### src/rtl/pd_arbiter.sv
module pd_arbiter (
  input  logic clk,
  input  logic rst_n,
  input  logic pd_pin_i,
  input  logic sw_up_i,
  input  logic sw_down_i,
  input  logic conv_busy_i,
  output logic analog_en_o,
  output logic result_invalid_o,
  output logic dio_en_o
);

  logic pin_m, pin_s, pin_d;
  logic sw_dn_q, armed_q;
  logic busy_d, conv_ok_q, inv_q;

  wire pin_rise  = pin_s & ~pin_d;
  wire pin_fall  = ~pin_s & pin_d;
  wire up_ok     = sw_up_i & ~sw_down_i & ~pin_s;
  wire pulse_rec = pin_fall & armed_q;
  wire busy_rise = conv_busy_i & ~busy_d;
  wire busy_fall = ~conv_busy_i & busy_d;

  assign analog_en_o      = ~pin_s & ~sw_dn_q;
  assign result_invalid_o = inv_q;
  assign dio_en_o         = 1'b1;

  always_ff @(posedge clk or negedge rst_n) begin
    if (!rst_n) begin
      pin_m <= 1'b0;
      pin_s <= 1'b0;
      pin_d <= 1'b0;
    end else begin
      pin_m <= pd_pin_i;
      pin_s <= pin_m;
      pin_d <= pin_s;
    end
  end

  always_ff @(posedge clk or negedge rst_n) begin
    if (!rst_n) begin
      sw_dn_q <= 1'b0;
      armed_q <= 1'b0;
    end else if (sw_down_i) begin
      sw_dn_q <= 1'b1;
      armed_q <= 1'b0;
    end else if (up_ok || pulse_rec) begin
      sw_dn_q <= 1'b0;
      armed_q <= 1'b0;
    end else if (sw_dn_q && pin_rise) begin
      armed_q <= 1'b1;
    end
  end

  always_ff @(posedge clk or negedge rst_n) begin
    if (!rst_n) begin
      busy_d    <= 1'b0;
      conv_ok_q <= 1'b0;
      inv_q     <= 1'b0;
    end else begin
      busy_d <= conv_busy_i;
      if (!analog_en_o)   conv_ok_q <= 1'b0;
      else if (busy_rise) conv_ok_q <= 1'b1;
      else if (busy_fall) conv_ok_q <= 1'b0;
      if (conv_busy_i && !analog_en_o)
        inv_q <= 1'b1;
      else if (busy_fall && conv_ok_q && analog_en_o)
        inv_q <= 1'b0;
    end
  end

endmodule

### config.mk
export PLATFORM = sky130hd
export DESIGN_NAME = pd_arbiter
export DESIGN_NICKNAME = d
export VERILOG_FILES = /design/src/rtl/pd_arbiter.sv
export SDC_FILE = /design/constraint.sdc
export NUM_CORES = 1
export LEC_CHECK = 0
export BUFFER_PORTS_ARGS = -buffer_cell sky130_fd_sc_hd__buf_2
export CELL_PAD_IN_SITES_DETAIL_PLACEMENT = 1
export CELL_PAD_IN_SITES_GLOBAL_PLACEMENT = 2
export CORE_AREA = 2 2 39 41
export CTS_BUF_LIST = sky130_fd_sc_hd__clkbuf_4
export DETAILED_ROUTE_END_ITERATION = 10
export DIE_AREA = 0 0 41 43
export GPL_TIMING_DRIVEN = 1
export PLACE_DENSITY = 0.57
export SETUP_SLACK_MARGIN = 0.3
export SYNTH_ARGS = -nofsm -noshare
export SYNTH_HDL_FRONTEND = slang
export SYNTH_SLANG_ARGS = --single-unit
export TNS_END_PERCENT = 20
### constraint.sdc
create_clock -name clk -period 1.9 [get_ports clk]
set_input_delay 0 -clock clk [delete_from_list [all_inputs] [get_ports clk]]
set_output_delay 0 -clock clk [all_outputs]
set_load 0.005 [all_outputs]
==> impl_metrics.json, run 1 <==
{
  "syn_avg_cell_area_um2": 11.3,
  "min_path_type": "primary input to register",
  "finalHoldViolCount": 0,
  "n_antenna_cell": 0,
  "fp.dieH_um": 43,
  "clockPowerShare_pct": 37.5,
  "area_delta_synth_final_pct": 37.6,
  "grt_max_degree": 9,
  "ys_seq_elements": 8,
  "cts-buffers-inserted": 3,
  "die-width_um": 41,
  "io_buffers": 7,
  "ys_seq_area_share_pct": 68.4,
  "track_usage_pct": 8.44,
  "synth_top_cell_area_share_pct": 68.4,
  "ir_drop_v": 0.000264,
  "drtIter0Drc": 0,
  "ioPinCount": 9,
  "die-area_um2": 1760,
  "h-tree-depth": 1,
  "synth_ff_type": "dfrtp_1",
  "vias": 227,
  "first_global_vias": 238,
  "clk_pin_slew_ns": 0.05,
  "wl_per_cell_um": 9.82,
  "rsz0062_at_grt": "no",
  "post-route-min-period_ns": 0.976,
  "internal_power_uw": 264,
  "p_per_area_nw_per_um2": 829,
  "async_flop_share_pct": 100,
  "drv_slew": 0,
  "syn-num-nets": 32,
  "synth_edf_count": 0,
  "final_nets": 47,
  "antenna_left": 0,
  "cap_viol_max_count": 0,
  "hpwl_um": 431,
  "netlist_instances": 26,
  "vias_per_cell": 4.13,
  "cts-root-buf": "clkbuf_4",
  "critPathMaxFanout": 4,
  "grt_pass1_wl_um": 917,
  "yosys_warnings": 0,
  "core_area_um2": 1380,
  "finalWirelength_um": 540,
  "drive_above_1_share_pct": 25.6,
  "arrival_ns": 0.98,
  "end_kind": "output pin",
  "clkLatencyLatePin_ns": 0.25,
  "min_period_over_period_pct": 51.4,
  "path_class": "register to output pin",
  "dpl_worst_slack_ns": 0.956,
  "antenna_found_initial": 0,
  "synth_area_um2": 293,
  "yosys.cell_types.count": 11,
  "ys_top_cells_by_area": "dfrtp_1 68%, o21ai_0 6.8%, a21oi_1 5.1%",
  "setup_viol": 0,
  "placed_cells": 48,
  "p_seq_share_pct": 54.8,
  "status": "finished, final reports clean",
  "yosysMostFrequentCell": "dfrtp_1",
  "pwr-share-comb_pct": 7.8,
  "start_util_pct": 21.2,
  "post_cts_buffers": 0,
  "cts_tree": "built",
  "clock_skew_ns": 0.00116,
  "required_ns": 1.90,
  "synth_top_area_cell": "dfrtp_1",
  "power.leakage_uw": 0.000178,
  "rr_worst_depth": 2,
  "whs_path_depth": 3,
  "finalSetupTns_ns": 0,
  "gp_congestion": 0.719,
  "switching_share_pct": 20.9,
  "yosys-top-cells-count": "8 x dfrtp_1, 4 x o21ai_0, 3 x a21oi_1, 3 x nor2_1, 2 x nand2_1",
  "placed_area_um2": 340,
  "drc": 0,
  "clkSinkCount": 8,
  "start_kind": "register",
  "grt_overflow": 0,
  "final_cells": 55,
  "max_freq_mhz": 1020,
  "drt_first_pass_iters": 1,
  "design_area_um2": 403,
  "num_rows": 14,
  "setup_slack_ns": 0.924,
  "power_switching_uw": 69.7,
  "clk_path_buf_depth": 2
}
[cell usage in the layout, fill, tap and decap left out]
| cell | count |
|---|---|
| buf_2 | 7 |
| or3b_1 | 1 |
| dlygate4sd3_1 | 4 |
| clkbuf_4 | 3 |
| nand2b_1 | 1 |
| conb_1 | 1 |
| a21oi_1 | 3 |
| nor2b_1 | 1 |
| nor2_1 | 3 |
| nand2_1 | 2 |
| dfrtp_1 | 8 |
| and2_1 | 1 |
| o21ai_0 | 4 |
[per-stage QoR]
| stage | util, % | total power (uW) | hold slack (ns) |
|---|---|---|---|
| after global placement | 24.6 | 204 | -0.153 |
| after detailed placement | 24.6 | 206 | -0.143 |
| after CTS | 29.1 | 345 | 0.0222 |
| final | 29.1 | 334 | 0.0322 |
| after global routing | 29.1 | 361 | 0.0380 |
| after floorplan | - | 194 | -0.296 |
[final cells by class]
type	instances	area [um^2]
multi-input combinational	17	85.1
fill	165	981
timing repair buffer	11	75.1
clock buffer	3	22.5
sequential	8	200
tap	16	20.0
[metal layers]
| metal | routed length (um) | up-vias | GRT usage, % | share of wire (%) |
|---|---|---|---|---|
| li1 | - | 111 | - | - |
| met1 | 227 | 112 | 8.72 | 42 |
| met2 | 298 | 4 | 12.2 | 55 |
| met3 | 13 | 0 | 1.57 | 2.4 |
| met4 | 0 | 0 | 10.0 | 0 |
| met5 | 0 | - | 0 | 0 |
[cell families (layout without fill, tap and decap cells)]
group / count (synthesis) / after routing / share of synthesized area, %
simple gates: 9 / 9 / 15.8
flops: 8 / 8 / 68.4
compound gates: 7 / 7 / 12.0
other cells: 1 / 1 / 1.28
buf+inv: 1 / 14 / 2.57
[repair_timing]
action / CTS / global route
hold buffers: 4 / 0
resized for setup: 0 / 0
endpoints found under the hold margin: 12 / 0
[power by group through the flow]
stage | Clock, uW | Sequential [uW] | Combinational [uW]
3_3_place_gp | 0 | 185 | 18.9
6_report | 125 | 183 | 26.0
2_1_floorplan | 0 | 184 | 9.44
5_1_grt | 147 | 184 | 29.7
4_1_cts | 135 | 183 | 26.8
3_5_place_dp | 0 | 186 | 20.4
[final timing paths]
kind,start,to,slack [ns]
min in group asynchronous,rst_n,result_invalid_o$_DFFE_PN0P_,0.12
max in group asynchronous,rst_n,sw_dn_q$_DFFE_PN0P_,1.61
max,pin_s$_DFF_PN0_,analog_en_o,0.92
max reg2reg,pin_d$_DFF_PN0_,armed_q$_DFFE_PN0P_,0.95
min,sw_up_i,armed_q$_DFFE_PN0P_,0.03
min reg2reg,pin_m$_DFF_PN0_,pin_s$_DFF_PN0_,0.35
[critical path: stages, from the launching register on]
cell and delay, ns:
dfrtp_1 0.40, nor2_1 0.19, buf_2 0.14
[sequential cells by signal (all words and copies together), names as in the netlist]
name and count:
armed_q 1, busy_d 1, conv_ok_q 1, pin_d 1
pin_m 1, pin_s 1, result_invalid_o 1, sw_dn_q 1
No activity file was read; power rests on OpenSTA's default activity.
==> run 2: changes to the inputs <==
clock period = 0.9 ns   (was 1.9 ns; I/O delays follow)
==> run 2 against run 1 <==
  * Hold slack worse by 0.058 ns
  * Clock power up 110%
  * Critical path depth unchanged
  * Register-to-register slack worse by 1.0 ns
  * Largest power group unchanged
  * The run now ends with hold timing, setup timing left
==> impl_metrics.json, run 2 (synthesis gave the netlist of run 1 again) <==
{
  "n_antenna_cell": 0,
  "drv_slew": 0,
  "grt_overflow": 0,
  "cts_tree": "built",
  "final_cells": 59,
  "p_total_uw": 726,
  "fin_util_pct": 32.2,
  "die-width_um": 41,
  "critPathMaxStageDelay_ns": 0.38,
  "status": "finished with violations",
  "min_path_type": "primary input to register",
  "hpwl_um": 462,
  "cp_cell_sequence": "or3b_1, a21oi_2",
  "gp_congestion": 0.719,
  "fp.dieH_um": 43,
  "wl_per_cell_um": 10.7,
  "grt_pass1_wl_mm": 1.05,
  "io_buffers": 7,
  "grt_max_degree": 9,
  "ioPinCount": 9,
  "p_per_area_nw_per_um2": 1630,
  "top_usage_layer": "met2",
  "critical_path.top_delay_family": "simple AND/OR/NAND/NOR gates",
  "arrival_ns": 1.12,
  "drc": 0,
  "min_period_over_period_pct": 105,
  "grt_use_met3_pct": 3.14,
  "clock_skew_ns": 0.00520,
  "antenna_found_initial": 0,
  "critPathMaxFanout": 3,
  "path_class": "register to register",
  "die-area_um2": 1760,
  "cp.depth": 2,
  "final_nets": 51,
  "hold_slack_ns": -0.0263,
  "drt_first_pass_iters": 2,
  "num_rows": 14,
  "whs_path_depth": 2,
  "cts-root-buf": "clkbuf_4",
  "core_area_um2": 1380,
  "start_util_pct": 21.2,
  "clkSinkCount": 8,
  "max_freq_mhz": 1060,
  "ir_drop_v": 0.000650,
  "gr-usage-met2_pct": 14.7,
  "required_ns": 1.08,
  "final_cell_mix": "8 x dfrtp_1, 7 x buf_2, 4 x dlygate4sd3_1, 4 x buf_4",
  "finalHoldViolCount": 1,
  "track_usage_pct": 9.14,
  "end_kind": "register",
  "drtIter0Drc": 1,
  "layout_commonest_cell": "dfrtp_1",
  "clkLatencyLatePin_ns": 0.25,
  "post-route-min-period_ns": 0.948,
  "finalSetupTns_ns": -0.0478,
  "rsz0062_at_grt": "yes",
  "clk_pin_slew_ns": 0.06,
  "h-tree-depth": 1,
  "drive_above_1_share_pct": 41.9,
  "start_kind": "register",
  "vias": 251,
  "rr_worst_depth": 2,
  "cts-buffers-inserted": 3,
  "setup_slack_ns": -0.0478,
  "first_global_vias": 250,
  "power.leakage_uw": 0.000200,
  "setup_viol": 1,
  "finalWirelength_um": 633,
  "slowest_stage": "or3b_1",
  "cap_viol_max_count": 0,
  "met1_usage_pct": 10.3,
  "r2r_slack_ns": -0.05,
  "area_delta_synth_final_pct": 52.1,
  "vias_per_cell": 4.25,
  "failed_checks": "hold timing, setup timing",
  "critPathBufInv": 0,
  "placed_cells": 49,
  "clk_path_buf_depth": 2,
  "antenna_left": 0
}
run 2: power by group:
part           switching (uW)  internal (uW)
Sequential               10.2            376
Clock                     111            152
Combinational            33.1           43.4
Total                     155            571
run 2: final cells by class:
cell class / instances / area [um^2]
clock buffer: 3 / 22.5
fill: 166 / 938
multi-input combinational: 17 / 97.6
sequential: 8 / 200
tap: 16 / 20.0
timing repair buffer: 15 / 105
run 2: final timing paths:
check,start,end
min in group asynchronous,rst_n,result_invalid_o$_DFFE_PN0P_
worst max-delay path,armed_q$_DFFE_PN0P_,armed_q$_DFFE_PN0P_
worst min-delay path,sw_down_i,sw_dn_q$_DFFE_PN0P_
worst max register to register,armed_q$_DFFE_PN0P_,armed_q$_DFFE_PN0P_
max in group asynchronous,rst_n,sw_dn_q$_DFFE_PN0P_
worst min register to register,pin_m$_DFF_PN0_,pin_s$_DFF_PN0_
run 2: stage by stage:
step	setup WS [ns]	instance area, um^2	hold slack, ns
6_report	-0.0478	445	-0.0263
5_1_grt	-0.0690	445	-0.000975
4_1_cts	-0.0400	417	-0.102
3_5_place_dp	-0.0369	348	-0.144
3_3_place_gp	0.0234	348	-0.153
2_1_floorplan	0.0145	293	-0.296
run 2: repair_timing:
| action | in CTS | in global routing |
|---|---|---|
| setup endpoints to repair | 6 | 6 |
| endpoints found under the hold margin | 12 | 1 |
| pin swaps | 2 | 2 |
| setup buffers | 1 | 2 |
| hold buffers | 3 | 1 |
| resized for setup | 5 | 2 |
run 2: metal layers:
metal / up-vias / routed length (um)
met4: 0 / 0
li1: 119 / -
met1: 128 / 233
met2: 4 / 379
met5: - / 0
met3: 0 / 20
run 2: worst register-to-register path, stage by stage, from the launching register on:
cell,delay (ns)
dfrtp_1,0.36
or3b_1,0.38
a21oi_2,0.13
==> run 3: changes to the inputs <==
ABC_AREA = 1   (was not set)
CELL_PAD_IN_SITES_DETAIL_PLACEMENT = not set   (was 1)
CELL_PAD_IN_SITES_GLOBAL_PLACEMENT = not set   (was 2)
PLACE_DENSITY = 0.41   (was 0.57)
RECOVER_POWER = 50   (was not set)
==> run 3 against run 2 <==
  * The run still ends with hold timing, setup timing left
  * Power fell by 0.41%
  * Die area unchanged
  * Global-route usage down 1.5 points
  * Sequential power is essentially flat
  * Synthesized cell count up 35%
  * Routed wire length shrank 25%
  * Worst setup slack gained 0.037 ns
  * Clock skew shrank 0.0032 ns
  * Non-clock buffer count decreased by 4
  * Cell area shrank 5.6%
  * Sequential share of layout area rose by 2.7 points
  * Critical endpoint is now analog_en_o
  * Largest cell class unchanged
==> impl_metrics.json, run 3 <==
{
  "status": "finished with violations",
  "failed_checks": "hold timing, setup timing",
  "vias": 235,
  "timing.critical_path.to": "analog_en_o",
  "drc": 0,
  "wl_per_cell_um": 7.41,
  "synth_top_cell_area_share_pct": 64.8,
  "area_delta_synth_final_pct": 36.0,
  "setup_viol": 1,
  "grt_overflow": 0,
  "post-route-min-period_ns": 0.911,
  "required_ns": 0.90,
  "finalWirelength_um": 474,
  "rsz0062_at_grt": "yes",
  "start_kind": "register",
  "r2r_slack_ns": 0.03,
  "track_usage_pct": 7.60,
  "antenna_left": 0,
  "power_switching_uw": 164,
  "ir_drop_v": 0.000720,
  "critPathMaxFanout": 4,
  "setup_slack_ns": -0.0109,
  "first_global_vias": 248,
  "yosys-top-cells-count": "10 x nand2_1, 8 x dfrtp_1, 8 x nor2_1, 5 x inv_1",
  "r2r_start": "pin_s$_DFF_PN0_",
  "hold_buffers": 3,
  "async_flop_share_pct": 100,
  "clk_path_buf_depth": 2,
  "final_cells": 64,
  "n_antenna_cell": 0,
  "num_rows": 14,
  "die-width_um": 41,
  "syn_avg_cell_area_um2": 8.83,
  "vias_per_cell": 3.67,
  "rr_worst_depth": 5,
  "syn-num-nets": 41,
  "hold_slack_ns": -0.0451,
  "die-area_um2": 1760,
  "grt_pass1_wl_um": 869,
  "pwr-share-comb_pct": 8.6,
  "synth_area_um2": 309,
  "clk_pin_slew_ns": 0.06,
  "max_freq_mhz": 1100,
  "synth_ff_type": "dfrtp_1",
  "drt_first_pass_iters": 2,
  "arrival_ns": 0.91,
  "antenna_found_initial": 0,
  "switching_share_pct": 22.6,
  "crit_start": "pin_s$_DFF_PN0_",
  "p_per_area_nw_per_um2": 1720,
  "ys_seq_area_share_pct": 64.8,
  "power.leakage_uw": 0.000216,
  "min_period_over_period_pct": 101,
  "synth_edf_count": 0,
  "cap_viol_max_count": 0,
  "final_cell_mix": "10 x nand2_1, 8 x nor2_1, 8 x dfrtp_1",
  "drive_above_1_share_pct": 22.9,
  "finalHoldViolCount": 2,
  "placed_cells": 57,
  "clock_skew_ns": 0.00204,
  "final_nets": 56,
  "end_kind": "output pin",
  "internal_power_uw": 560,
  "ys_top_cells_by_area": "dfrtp_1 65%, nand2_1 12%, nor2_1 9.7%",
  "drv_slew": 0,
  "clockPowerShare_pct": 38.0,
  "hpwl_um": 347,
  "ys_seq_elements": 8,
  "yosys.cell_types.count": 8,
  "start_util_pct": 22.3,
  "h-tree-depth": 1,
  "cts-root-buf": "clkbuf_4",
  "cts-buffers-inserted": 3,
  "fin_util_pct": 30.4,
  "p_seq_share_pct": 53.3,
  "ioPinCount": 9,
  "cts_tree": "built",
  "min_path_type": "primary input to register",
  "yosysMostFrequentCell": "nand2_1",
  "io_buffers": 7,
  "drtIter0Drc": 3,
  "yosys_warnings": 0,
  "fp.dieH_um": 43,
  "netlist_instances": 35,
  "path_class": "register to output pin",
  "layout_commonest_cell": "nand2_1",
  "clkSinkCount": 8,
  "gp_congestion": 0.753,
  "r2r_end": "armed_q$_DFFE_PN0P_",
  "clkLatencyLatePin_ns": 0.25,
  "synth_top_area_cell": "dfrtp_1",
  "core_area_um2": 1380,
  "grt_max_degree": 9
}
run 3: changes by cell type after synthesis:
cell / delta
nand2b_1: -1
or3b_1: -1
and2_1: -1
nor2_1: +5
inv_1: +5
nor2_2: +1
nand2_1: +8
a21oi_1: -2
o21ai_0: -4
nor2b_1: -1
run 3: stage by stage:
| step | setup WS [ns] | setup TNS (ns) | cell area [um^2] | hold WS (ns) | power [uW] |
|---|---|---|---|---|---|
| floorplan | 0.0554 | 0 | 309 | -0.296 | 419 |
| global placement | 0.0197 | 0 | 357 | -0.147 | 442 |
| detailed placement | 0.0146 | 0 | 357 | -0.144 | 442 |
| CTS | -0.0583 | -0.0583 | 417 | -0.0485 | 743 |
| global route | -0.0682 | -0.154 | 420 | -0.0406 | 773 |
| finish | -0.0109 | -0.0109 | 420 | -0.0451 | 723 |
run 3: final cells by class:
cell class / count / area [um^2]
Clock buffer: 3 / 22.5
Timing Repair Buffer: 11 / 71.3
Inverter: 5 / 18.8
Multi-Input combinational cell: 21 / 87.6
Tap cell: 16 / 20.0
Fill cell: 148 / 963
Sequential cell: 8 / 200
run 3: worst min path at each step:
stage / start / end / slack, ns / depth (start not counted)
after floorplan: rst_n / armed_q$_DFFE_PN0P_ / -0.30 / 0
after global routing: sw_down_i / sw_dn_q$_DFFE_PN0P_ / -0.04 / 3
after global placement: rst_n / pin_m$_DFF_PN0_ / -0.15 / 1
after detailed placement: rst_n / pin_m$_DFF_PN0_ / -0.14 / 1
final: sw_down_i / sw_dn_q$_DFFE_PN0P_ / -0.05 / 3
after CTS: sw_down_i / sw_dn_q$_DFFE_PN0P_ / -0.05 / 3
run 3: metal layers:
layer,up-vias,track usage [%],routed length (um)
met5,-,0,0
met4,0,8.00,0
met3,0,1.57,24
met2,5,10.3,241
met1,105,8.94,208
li1,125,-,-
run 3: timing repair:
action,in CTS,in global routing
pin swaps,5,3
setup endpoints to repair,6,7
buffers inserted,1,0
hold endpoints to repair,12,2
gates resized for setup,0,1
run 3: power groups by stage:
stage	Combinational, uW	Sequential, uW	Clock, uW
after floorplan	29.5	390	0
after global placement	50.3	391	0
after detailed placement	50.9	391	0
after CTS	64.6	384	294
after global routing	74.2	388	311
final	62.4	386	275
run 3: cells by family (layout without fill, tap and decap cells):
family,count (synthesis),count (layout),share of synthesized area [%]
other,1,1,1.21
flip-flops,8,8,64.8
AND/OR/NAND/NOR,19,19,23.9
AO/OA/AOI/OAI,1,1,1.62
buffers and inverters,6,19,8.50
run 3: critical path, stage by stage (launching register included):
cell	delay [ns]
dfrtp_1	0.40
nor2_4	0.14
buf_2	0.12
